==> src/rtl/ee_cfg_pkg.sv <==
package ee_cfg_pkg;

    // Serial frame: one leading pad/start area, opcode, address, 16 data bits.
    localparam int XFER_BITS   = 28;
    localparam int WORD_BITS   = 16;
    localparam logic [2:0] RD_OP = 3'b110;   // start bit + read opcode

    // Size probe window inside the 28-bit capture.
    localparam int DET_HI      = 27;
    localparam int DET_LO      = 17;
    localparam int DET_BITS    = DET_HI - DET_LO + 1;

    // Device geometries.
    localparam int ABITS_SMALL = 6;
    localparam int ABITS_BIG   = 8;
    localparam int WORDS_SMALL = 1 << ABITS_SMALL;
    localparam int WORDS_BIG   = 1 << ABITS_BIG;
    localparam int WIDX_W      = ABITS_BIG;

    // Image layout.
    localparam int MAC_WORDS   = 3;
    localparam int MAC_BITS    = MAC_WORDS * WORD_BITS;
    localparam int PHY_WORD    = 6;
    localparam int PTYPE_W     = 6;
    localparam int PTYPE_LSB   = 8;
    localparam int PADDR_W     = 5;

    localparam logic [WORD_BITS-1:0] SUM_SIGNATURE = 16'hBABA;

    typedef enum logic [2:0] {
        X_IDLE,
        X_PRE_LO,
        X_PRE_HI,
        X_BIT_LO,
        X_BIT_HI,
        X_END_SK,
        X_END_CS
    } xfer_st_e;

    typedef enum logic [2:0] {
        L_ARM,
        L_DET,
        L_ISSUE,
        L_WAIT,
        L_DONE
    } ld_st_e;

endpackage

==> src/rtl/ee_phase_timer.sv <==
module ee_phase_timer #(
    parameter int PHASE_CYCLES = 200
) (
    input  logic clk,
    input  logic rst_n,
    input  logic clr_i,
    output logic tick_o
);
    localparam int TW = $clog2(PHASE_CYCLES + 1);
    localparam logic [TW-1:0] LAST = TW'(PHASE_CYCLES - 1);

    logic [TW-1:0] cnt_d, cnt_q;

    always_comb begin
        if (clr_i || cnt_q == LAST) begin
            cnt_d = '0;
        end else begin
            cnt_d = cnt_q + 1'b1;
        end
    end

    always_ff @(posedge clk) begin
        if (!rst_n) begin
            cnt_q <= '0;
        end else begin
            cnt_q <= cnt_d;
        end
    end

    assign tick_o = (cnt_q == LAST);

endmodule

==> src/rtl/ee_serial_xfer.sv <==
module ee_serial_xfer
    import ee_cfg_pkg::*;
#(
    parameter int NBITS = XFER_BITS
) (
    input  logic                 clk,
    input  logic                 rst_n,
    input  logic                 go_i,
    input  logic                 abort_i,
    input  logic [NBITS-1:0]     cmd_i,
    input  logic                 tick_i,
    input  logic                 do_i,
    output logic                 tmr_clr_o,
    output logic                 busy_o,
    output logic                 fin_o,
    output logic [DET_BITS-1:0]  head_o,
    output logic [WORD_BITS-1:0] word_o,
    output logic                 sk_o,
    output logic                 cs_o,
    output logic                 di_o
);
    localparam int CW = $clog2(NBITS);
    localparam logic [CW-1:0] LAST_BIT = CW'(NBITS - 1);

    typedef struct packed {
        xfer_st_e          st;
        logic              live;
        logic [NBITS-1:0]  sh;
        logic [NBITS-1:0]  rx;
        logic [CW-1:0]     cnt;
        logic              sk;
        logic              cs;
        logic              di;
    } xfer_s;

    xfer_s x_d, x_q;

    always_comb begin
        x_d       = x_q;
        fin_o     = 1'b0;
        tmr_clr_o = 1'b0;

        if (abort_i) begin
            // Cut the frame: drop clock and select together, keep select low one phase.
            if (x_q.st != X_IDLE) begin
                x_d.st    = X_END_CS;
                x_d.live  = 1'b0;
                tmr_clr_o = 1'b1;
            end
        end else begin
            case (x_q.st)
                X_IDLE: begin
                    if (go_i) begin
                        x_d.st    = X_PRE_LO;
                        x_d.live  = 1'b1;
                        x_d.sh    = cmd_i;
                        x_d.rx    = '0;
                        x_d.cnt   = '0;
                        tmr_clr_o = 1'b1;
                    end
                end
                X_PRE_LO: if (tick_i) x_d.st = X_PRE_HI;
                X_PRE_HI: if (tick_i) x_d.st = X_BIT_LO;
                X_BIT_LO: if (tick_i) x_d.st = X_BIT_HI;
                X_BIT_HI: begin
                    if (tick_i) begin
                        x_d.rx = {x_q.rx[NBITS-2:0], do_i};
                        if (x_q.cnt == LAST_BIT) begin
                            x_d.st = X_END_SK;
                        end else begin
                            x_d.sh  = x_q.sh << 1;
                            x_d.cnt = x_q.cnt + 1'b1;
                            x_d.st  = X_BIT_LO;
                        end
                    end
                end
                X_END_SK: if (tick_i) x_d.st = X_END_CS;
                X_END_CS: begin
                    if (tick_i) begin
                        x_d.st   = X_IDLE;
                        x_d.live = 1'b0;
                        fin_o    = x_q.live;
                    end
                end
                default: x_d.st = X_IDLE;
            endcase
        end

        // Pin levels are registered from the next state.
        x_d.cs = (x_d.st inside {X_PRE_LO, X_PRE_HI, X_BIT_LO, X_BIT_HI, X_END_SK});
        x_d.sk = (x_d.st inside {X_PRE_HI, X_BIT_HI});
        x_d.di = (x_d.st inside {X_BIT_LO, X_BIT_HI}) & x_d.sh[NBITS-1];
    end

    always_ff @(posedge clk) begin
        if (!rst_n) begin
            x_q <= '{st: X_IDLE, live: 1'b0, sh: '0, rx: '0, cnt: '0,
                     sk: 1'b0, cs: 1'b0, di: 1'b0};
        end else begin
            x_q <= x_d;
        end
    end

    assign busy_o = (x_q.st != X_IDLE);
    assign head_o = x_q.rx[DET_HI:DET_LO];
    assign word_o = x_q.rx[WORD_BITS-1:0];
    assign sk_o   = x_q.sk;
    assign cs_o   = x_q.cs;
    assign di_o   = x_q.di;

endmodule

==> src/rtl/ee_cfg_loader.sv <==
module ee_cfg_loader
    import ee_cfg_pkg::*;
#(
    parameter int PHASE_CYCLES = 200
) (
    input  logic                 clk,
    input  logic                 rst_n,
    input  logic                 start_i,
    output logic                 ee_cs_o,
    output logic                 ee_sk_o,
    output logic                 ee_di_o,
    input  logic                 ee_do_i,
    output logic [MAC_BITS-1:0]  station_addr_o,
    output logic [PTYPE_W-1:0]   phy_type_o,
    output logic [PADDR_W-1:0]   phy_addr_o,
    output logic                 done_o,
    output logic                 chk_err_o
);
    localparam int NB = XFER_BITS;
    localparam logic [WIDX_W-1:0] LAST_BIG   = WIDX_W'(WORDS_BIG - 1);
    localparam logic [WIDX_W-1:0] LAST_SMALL = WIDX_W'(WORDS_SMALL - 1);

    typedef struct packed {
        ld_st_e               st;
        logic                 big;
        logic [WIDX_W-1:0]    widx;
        logic [WORD_BITS-1:0] sum;
        logic [MAC_BITS-1:0]  mac;
        logic [PTYPE_W-1:0]   ptype;
        logic [PADDR_W-1:0]   paddr;
        logic                 done;
        logic                 err;
    } ld_s;

    ld_s l_d, l_q;

    logic                 go, busy, fin, tick, tmr_clr;
    logic [NB-1:0]        cmd;
    logic [DET_BITS-1:0]  head;
    logic [WORD_BITS-1:0] word;
    logic [WORD_BITS-1:0] sum_nx;
    logic                 last_word;

    function automatic logic [NB-1:0] read_cmd(input logic big, input logic [WIDX_W-1:0] a);
        if (big) begin
            return {{(NB-3-ABITS_BIG-WORD_BITS){1'b0}}, RD_OP,
                    a[ABITS_BIG-1:0], {WORD_BITS{1'b0}}};
        end
        return {{(NB-3-ABITS_SMALL-WORD_BITS){1'b0}}, RD_OP,
                a[ABITS_SMALL-1:0], {WORD_BITS{1'b0}}};
    endfunction

    ee_phase_timer #(
        .PHASE_CYCLES(PHASE_CYCLES)
    ) u_timer (
        .clk    (clk),
        .rst_n  (rst_n),
        .clr_i  (tmr_clr),
        .tick_o (tick)
    );

    ee_serial_xfer #(
        .NBITS(NB)
    ) u_xfer (
        .clk       (clk),
        .rst_n     (rst_n),
        .go_i      (go),
        .abort_i   (start_i),
        .cmd_i     (cmd),
        .tick_i    (tick),
        .do_i      (ee_do_i),
        .tmr_clr_o (tmr_clr),
        .busy_o    (busy),
        .fin_o     (fin),
        .head_o    (head),
        .word_o    (word),
        .sk_o      (ee_sk_o),
        .cs_o      (ee_cs_o),
        .di_o      (ee_di_o)
    );

    assign sum_nx    = l_q.sum + word;
    assign last_word = l_q.big ? (l_q.widx == LAST_BIG) : (l_q.widx == LAST_SMALL);

    always_comb begin
        l_d = l_q;
        go  = 1'b0;
        cmd = '0;

        if (start_i) begin
            l_d.st   = L_ARM;
            l_d.done = 1'b0;
            l_d.err  = 1'b0;
            l_d.sum  = '0;
            l_d.widx = '0;
        end else begin
            case (l_q.st)
                L_ARM: begin
                    if (!busy) begin
                        go     = 1'b1;
                        cmd    = read_cmd(1'b1, '0);
                        l_d.st = L_DET;
                    end
                end
                L_DET: begin
                    if (fin) begin
                        l_d.big  = &head;
                        l_d.widx = '0;
                        l_d.st   = L_ISSUE;
                    end
                end
                L_ISSUE: begin
                    go     = 1'b1;
                    cmd    = read_cmd(l_q.big, l_q.widx);
                    l_d.st = L_WAIT;
                end
                L_WAIT: begin
                    if (fin) begin
                        l_d.sum = sum_nx;
                        for (int k = 0; k < MAC_WORDS; k++) begin
                            if (l_q.widx == WIDX_W'(k)) begin
                                l_d.mac[k*WORD_BITS +: WORD_BITS] = word;
                            end
                        end
                        if (l_q.widx == WIDX_W'(PHY_WORD)) begin
                            l_d.ptype = word[PTYPE_LSB +: PTYPE_W];
                            l_d.paddr = word[PADDR_W-1:0];
                        end
                        if (last_word) begin
                            l_d.st   = L_DONE;
                            l_d.done = 1'b1;
                            l_d.err  = (sum_nx != SUM_SIGNATURE);
                        end else begin
                            l_d.widx = l_q.widx + 1'b1;
                            l_d.st   = L_ISSUE;
                        end
                    end
                end
                L_DONE: l_d.st = L_DONE;
                default: l_d.st = L_ARM;
            endcase
        end
    end

    always_ff @(posedge clk) begin
        if (!rst_n) begin
            l_q <= '{st: L_ARM, big: 1'b0, widx: '0, sum: '0, mac: '0,
                     ptype: '0, paddr: '0, done: 1'b0, err: 1'b0};
        end else begin
            l_q <= l_d;
        end
    end

    assign station_addr_o = l_q.mac;
    assign phy_type_o     = l_q.ptype;
    assign phy_addr_o     = l_q.paddr;
    assign done_o         = l_q.done;
    assign chk_err_o      = l_q.err;

endmodule

==> config.mk <==
export PLATFORM = sky130hd
export DESIGN_NAME = ee_cfg_loader
export DESIGN_NICKNAME = d
export VERILOG_FILES = /design/src/rtl/ee_cfg_pkg.sv /design/src/rtl/ee_phase_timer.sv /design/src/rtl/ee_serial_xfer.sv /design/src/rtl/ee_cfg_loader.sv
export SDC_FILE = /design/constraint.sdc
export NUM_CORES = 1
export LEC_CHECK = 0
export ABC_AREA = 1
export BUFFER_PORTS_ARGS = -buffer_cell sky130_fd_sc_hd__buf_2
export CAP_MARGIN = 15
export CELL_PAD_IN_SITES_DETAIL_PLACEMENT = 0
export CELL_PAD_IN_SITES_GLOBAL_PLACEMENT = 2
export CORE_MARGIN = 2
export CORE_UTILIZATION = 37
export DETAILED_ROUTE_END_ITERATION = 12
export HOLD_SLACK_MARGIN = 0.03
export PLACE_DENSITY = 0.89
export SLEW_MARGIN = 15
export SYNTH_ARGS = -nofsm -noshare
export SYNTH_HDL_FRONTEND = slang
export SYNTH_SLANG_ARGS = --single-unit
==> constraint.sdc <==
create_clock -name clk -period 2.8 [get_ports clk]
set_input_delay 0.42 -clock clk [delete_from_list [all_inputs] [get_ports clk]]
set_output_delay 0.42 -clock clk [all_outputs]
set_load 0.01 [all_outputs]
# Word-level counts from Yosys, hierarchy flattened
# Index checks and enable logic that the tools add are counted.
# word_totals
word_cells,135
input_bits,4
output_inout_bits,64
register_bits,165
# classes
eq_ne,33
reduce_logical,26
bitwise,3
mux,48
addsub,4
# ops
op,n
2-to-1 mux 61 bit,2
case mux 61 bit (2 select lines),1
2-to-1 mux 85 bit,1
2-to-1 mux 28 bit,3
2-to-1 mux 65 bit,1
case mux 28 bit (2 select lines),1
2-to-1 mux 16 bit,3
AND reduction 4 bit,7
2-to-1 mux 27 bit,1
2-to-1 mux 3 bit,9
case mux 3 bit (7 select lines),1
== test 3 x 2 -> 1 bit (second input constant),6
== test 3 bit (second input constant),6
adder 16 bit,1
adder 8 x 1 -> 8 bit (second input constant),2
== test 8 bit (second input constant),2
inequality test 16 bit (second input constant),1
case mux 8 bit (2 select lines),1
case mux 3 bit (5 select lines),1
inequality test 2 bit (second input constant),7
2-to-1 mux 1 bit,13
2-to-1 mux 12 bit,1
2-to-1 mux 4 bit,3
2-to-1 mux 11 bit,1
other kinds (26),39

# Longest topological paths before layout
# logic_depth
depth_word,11
depth_mapped,14
depth_no_buf,14

# Modules after synthesis
# Synthesis repeated with hierarchy kept, for this count alone.
# unflattened
cells_unflattened,1214
area_unflattened_um2,8639.5
# by_module_without_submodules
mod,area_each_um2,cells_each,seq_area_each_um2,instances
ee_cfg_loader,4952.2,683,1781.7,1
ee_serial_xfer,3278.1,466,1361.3,1
ee_phase_timer,409.1,65,160.2,1

# Worst setup path after synthesis
# No wires, ideal clock.
# synth_path
kind,flip-flop to flip-flop
start,reg u_xfer.x_q (netlist bit u_xfer.word_o[0])
end,reg l_q (netlist bit chk_err_o)
path_stages_with_launch,15
n_path_buf,0
path_slack_ns,0.939
setup_ns,0.117
period_less_slack_ns,1.861
arrival_time_ns,1.744
required_ns,2.683
cell_sequence,dfxtp_1 > ha_1 > fa_1 > nand2_1 > nand2_1 > nand3_1 > nand2_1 > nand2_1 > nand2_1 > nor2_1 > nand2_1 > nor2_1 > nand3_1 > nor2_1 > nor2_1
# synth_between
elab_chain_cells,2
# synth_lines
element,line,source
from (decl),ee_serial_xfer.sv:36,"xfer_s x_d, x_q;"
from (signal assigned),ee_serial_xfer.sv:97,"x_q <= '{st: X_IDLE, live: 1'b0, sh: '0, rx: '0, cnt: '0,"
adder 16 bit,ee_cfg_loader.sv:82,assign sum_nx = l_q.sum + word;
inequality test 16 bit,ee_cfg_loader.sv:132,l_d.err = (sum_nx != SUM_SIGNATURE);
to (signal assigned),ee_cfg_loader.sv:147,"l_q <= '{st: L_ARM, big: 1'b0, widx: '0, sum: '0, mac: '0,"
to (signal assigned),ee_cfg_loader.sv:150,l_q <= l_d;
to (decl),ee_cfg_loader.sv:35,"ld_s l_d, l_q;"
# No other way between the ends.
# A chain may end at the register's enable or synchronous reset.

# Worst setup path after layout
# Same ends and word-level chain as after synthesis.

==> key figures <==
Logic synthesis
  • Syn avg cell area: around 7.3 µm²
  • Syn Nets: ~1100
  • Synthesized instance count: 1107
  • Sequential share of the synthesized area: 0.406
  • Post-synth ARST share: 0
  • Post-synthesis xor/xnor area fraction: 0.00974
  • Simple-gate share of the synthesized area: 0.163
  • Adder-Cell Fraction of Synth Area: 0.0380
  • Mux contribution to synthesized area: 0.00124
  • Main combinational cell family by area after synthesis: compound AO/OA/AOI/OAI gates
  • Synthesized area: just over 8000 µm²
  • Post-synth EDFFs: 0
  • Ys flop type: dfxtp_1
  • Synth Area in Compound Gates: 0.206
  • Yosys reg bits: 164
  • YS warnings: 0
  • Post-synth cell types: 40

Timing
  • Final worst setup slack: 0.657 ns
  • Worst Clk Skew: between 0.01 and 0.015 ns
  • Worst-margin pin slew: 0.619 ns
  • Period utilization: 0.765
  • Post-route minimum period: 2.14 ns
  • Fin Hold WS: 0.371 ns
  • Max Freq: 467 MHz
  • RSZ-0062 raised after global routing: false
  • Final setup vio count: 0
  • Total negative setup slack: 0 ns
  • Final Hold Viols: 0
  • Max_slew headroom: 0.587
  • Fin. max-slew vios: 0

Pwr
  • Part of the power in registers: 0.476
  • Internal Power: approximately 3.8 mW
  • Gate power share: 0.117
  • Clock group share of total power: 0.407
  • Sw frac: 0.286
  • Psw: 1.54 mW
  • Leak pwr: around 3.8 nW
  • Peak supply drop: between 0.3 and 0.4 mV
  • Cell Pwr Density: roughly 610 nW/µm²

Route
  • Wire per inst: 13.5 µm
  • Detailed Routing Iterations Pass 1: 5
  • Via-to-Cell Ratio: 4.73
  • Final antenna-violating net count: 0
  • DR iter-0 viols: 357
  • Final WL: 18.8 mm
  • Residual DRC: 0
  • Via count: 6615

Finish
  • Share of layout cells above drive strength 1: 0.126
  • Fin nets: 1135
  • Fin util: 0.406
  • Final std cells w/o fill: 1400
  • Diodes inserted: 0
  • Area growth from synthesis to layout: 8.52%

GRT
  • Initial antenna violation count: 0
  • First-pass GRT wire length: 30.6 mm
  • Total track usage: 0.162
  • Pin count of the biggest net entering global routing: 57
  • Vias in the first global route: 5831
  • Grt total ovfl: 0

Min path
  • HP Start: ee_do_i
  • WHS Endpoint: u_xfer.word_o[0]$_SDFFE_PN0P_
  • Min-Delay Path Depth: 3
  • Hold Crit Class: in2reg

Critical path
  • Critical Path Fanout Max: 7
  • Element type at the critical path end: flip-flop
  • Most frequent CP cell: nand2_1
  • Slowest cell on crit path: fa_1
  • Required time worst endpoint: between 3 and 4 ns
  • Startpoint class of the critical path: flip-flop
  • Worst reg-to-reg path cell count: 14
  • Worst path max stage delay: 0.43 ns
  • FF-to-FF Start: u_xfer.word_o[0]$_SDFFE_PN0P_
  • Data arrival, critical path: about 2.5 ns
  • CP top delay family: simple AND/OR/NAND/NOR gates
  • RR Endpoint: chk_err_o$_SDFFE_PP0P_
  • Critical path class: reg2reg
  • Critical path cell sequence: ha_1 -> fa_1 -> nand2_1 -> nand2_1 -> nand3_1 -> nand2_1 -> nand2_1 -> nand2_1 -> nor2_1 -> nand2_1 -> nor2_1 -> nand3_1 -> nor2_1 -> nor2_1
  • R2R Setup Slk: roughly 0.66 ns
  • WP buf/inv: 0

Clock tree
  • Post-CTS resize count: 0
  • Deepest clock path buffer count: 2
  • Hold Buf Count CTS: 0
  • CTS tree: built
  • Clock sink count: 164
  • Depth of the CTS H-tree: 4
  • Clock slew at reported path FFs: 0.07 ns
  • Post-CTS Setup Bufs: 0
  • Clock Tree Root: clkbuf_16
  • Clock Latency Late Sink: around 0.43 ns
  • Number of CTS-inserted buffers: 17

Placement
  • Placed cell count: 1368
  • # port buffers: 67
  • Gpl congestion: 0.817
  • HPWL after DPL: between 10 and 15 mm
  • Place WS: 0.645 ns

Floorplan
  • Total die area: 23100 µm²
  • Core region area: ~22000 µm²
  • Die width: 152 µm
  • Die Y: 152 µm
  • Ports: roughly 70
  • Site Rows: 54
  • Starting Density: 0.374

Flow run
  • Total of max-cap violations: 0

Run status
  • Status: finished clean
[routing by layer]
layer / part of all wire / global-route usage / wire length (µm)
met1: 0.54 / 0.242 / 10100
met2: 0.42 / 0.236 / 7970
met3: 0.030 / 0.0308 / 570
met4: 0.0082 / 0.0467 / 154
met5: 0 / 0 / 0
[flip-flops by register name (all words and copies together) (netlist names)]
signal / cells
u_xfer.x_q: 37
phy_type_o: 6
l_q: 28
u_xfer.head_o: 11
u_xfer.di_o: 1
u_timer.cnt_q: 8
chk_err_o: 1
u_xfer.cs_o: 1
u_xfer.sk_o: 1
phy_addr_o: 5
u_xfer.word_o: 16
station_addr_o: 48
done_o: 1
[cells in the final DEF (no fill, tap or decap), types with 3 or more instances in the layout]
cell,netlist,layout
a211oi_1,29,29
a21oi_1,146,146
a31oi_1,4,4
buf_2,21,67
buf_4,64,20
clkbuf_16,0,17
clkinv_2,0,3
dfxtp_1,164,164
ha_1,23,23
inv_1,186,186
inv_2,10,10
inv_6,0,5
nand2_1,147,147
nand2_2,3,3
nand3_1,46,46
nand3b_1,6,6
nand4_1,11,11
nor2_1,59,59
nor2_2,3,3
nor3_1,10,10
nor3b_1,3,3
o211ai_1,7,7
o21ai_0,50,50
o21ai_1,60,60
o21bai_1,3,3
o22ai_1,7,7
xnor2_1,4,4
xor2_1,5,5
[power groups by stage]
stage          sequential [mW]  combinational [mW]  clock, mW
6_report                  2.56               0.632       2.19
5_1_grt                   2.58               0.723       2.36
4_1_cts                   2.56               0.636       2.24
3_5_place_dp              2.61               0.632          0
3_3_place_gp              2.61               0.634          0
2_1_floorplan             2.58               0.489          0
[worst max path at each step]
stage | startpoint | to | slack [ns] | depth (start not counted)
2_1_floorplan | u_xfer.word_o[0]$_SDFFE_PN0P_ | chk_err_o$_SDFFE_PP0P_ | 0.94 | 14
3_3_place_gp | start_i | phy_addr_o[2]$_SDFFE_PN0P_ | 0.66 | 10
3_5_place_dp | u_xfer.word_o[0]$_SDFFE_PN0P_ | chk_err_o$_SDFFE_PP0P_ | 0.65 | 14
4_1_cts | u_xfer.word_o[0]$_SDFFE_PN0P_ | chk_err_o$_SDFFE_PP0P_ | 0.65 | 14
5_1_grt | u_xfer.word_o[0]$_SDFFE_PN0P_ | chk_err_o$_SDFFE_PP0P_ | 0.47 | 14
6_report | u_xfer.word_o[0]$_SDFFE_PN0P_ | chk_err_o$_SDFFE_PP0P_ | 0.66 | 14
[logic make-up after synthesis]
| family | count (synthesis) |
|---|---|
| AO/OA/AOI/OAI | 309 |
| XOR/XNOR | 9 |
| adder cells (fa/ha/maj) | 24 |
| buffers and inverters | 302 |
| flip-flops | 164 |
| multiplexers | 1 |
| AND/OR/NAND/NOR | 298 |
[tightest hold or removal path: stages]
cell and delay [ns]:
buf_2 0.12, a21oi_1 0.14, a211oi_1 0.05
[synthesized netlist by cell type, types with 3 or more instances]
library cell / number / area (µm²)
nand3b_1: 6 / 45.0
nand2_1: 147 / 552
nor3b_1: 3 / 22.5
o21bai_1: 3 / 22.5
inv_2: 10 / 37.5
o22ai_1: 7 / 43.8
nor3_1: 10 / 50.1
a31oi_1: 4 / 25.0
o211ai_1: 7 / 52.6
ha_1: 23 / 288
nand2_2: 3 / 18.8
a21oi_1: 146 / 731
o21ai_0: 50 / 250
xnor2_1: 4 / 35.0
buf_4: 64 / 480
inv_1: 186 / 698
dfxtp_1: 164 / 3280
o21ai_1: 60 / 300
xor2_1: 5 / 43.8
nor2_2: 3 / 18.8
nand4_1: 11 / 68.8
nand3_1: 46 / 230
nor2_1: 59 / 221
a211oi_1: 29 / 218
buf_2: 21 / 105
clkbuf_1: 16 / 60.1
buf_6: 3 / 33.8
[metrics by stage]
| stage | area, µm² | power (mW) |
|---|---|---|
| after floorplan | 8090 | 3.07 |
| after global placement | 8240 | 3.25 |
| after detailed placement | 8240 | 3.25 |
| after CTS | 8780 | 5.44 |
| after global routing | 8780 | 5.66 |
| final | 8780 | 5.38 |
[area by class of cell]
cell class | instances | area [µm²]
sequential | 164 | 3280
inverter | 196 | 736
clock inverter | 12 | 93.8
timing repair buffer | 87 | 485
fill | 2304 | 12800
clock buffer | 20 | 447
multi-input combinational | 641 | 3390
tap | 280 | 350
Power figures use the tool's default switching activity.
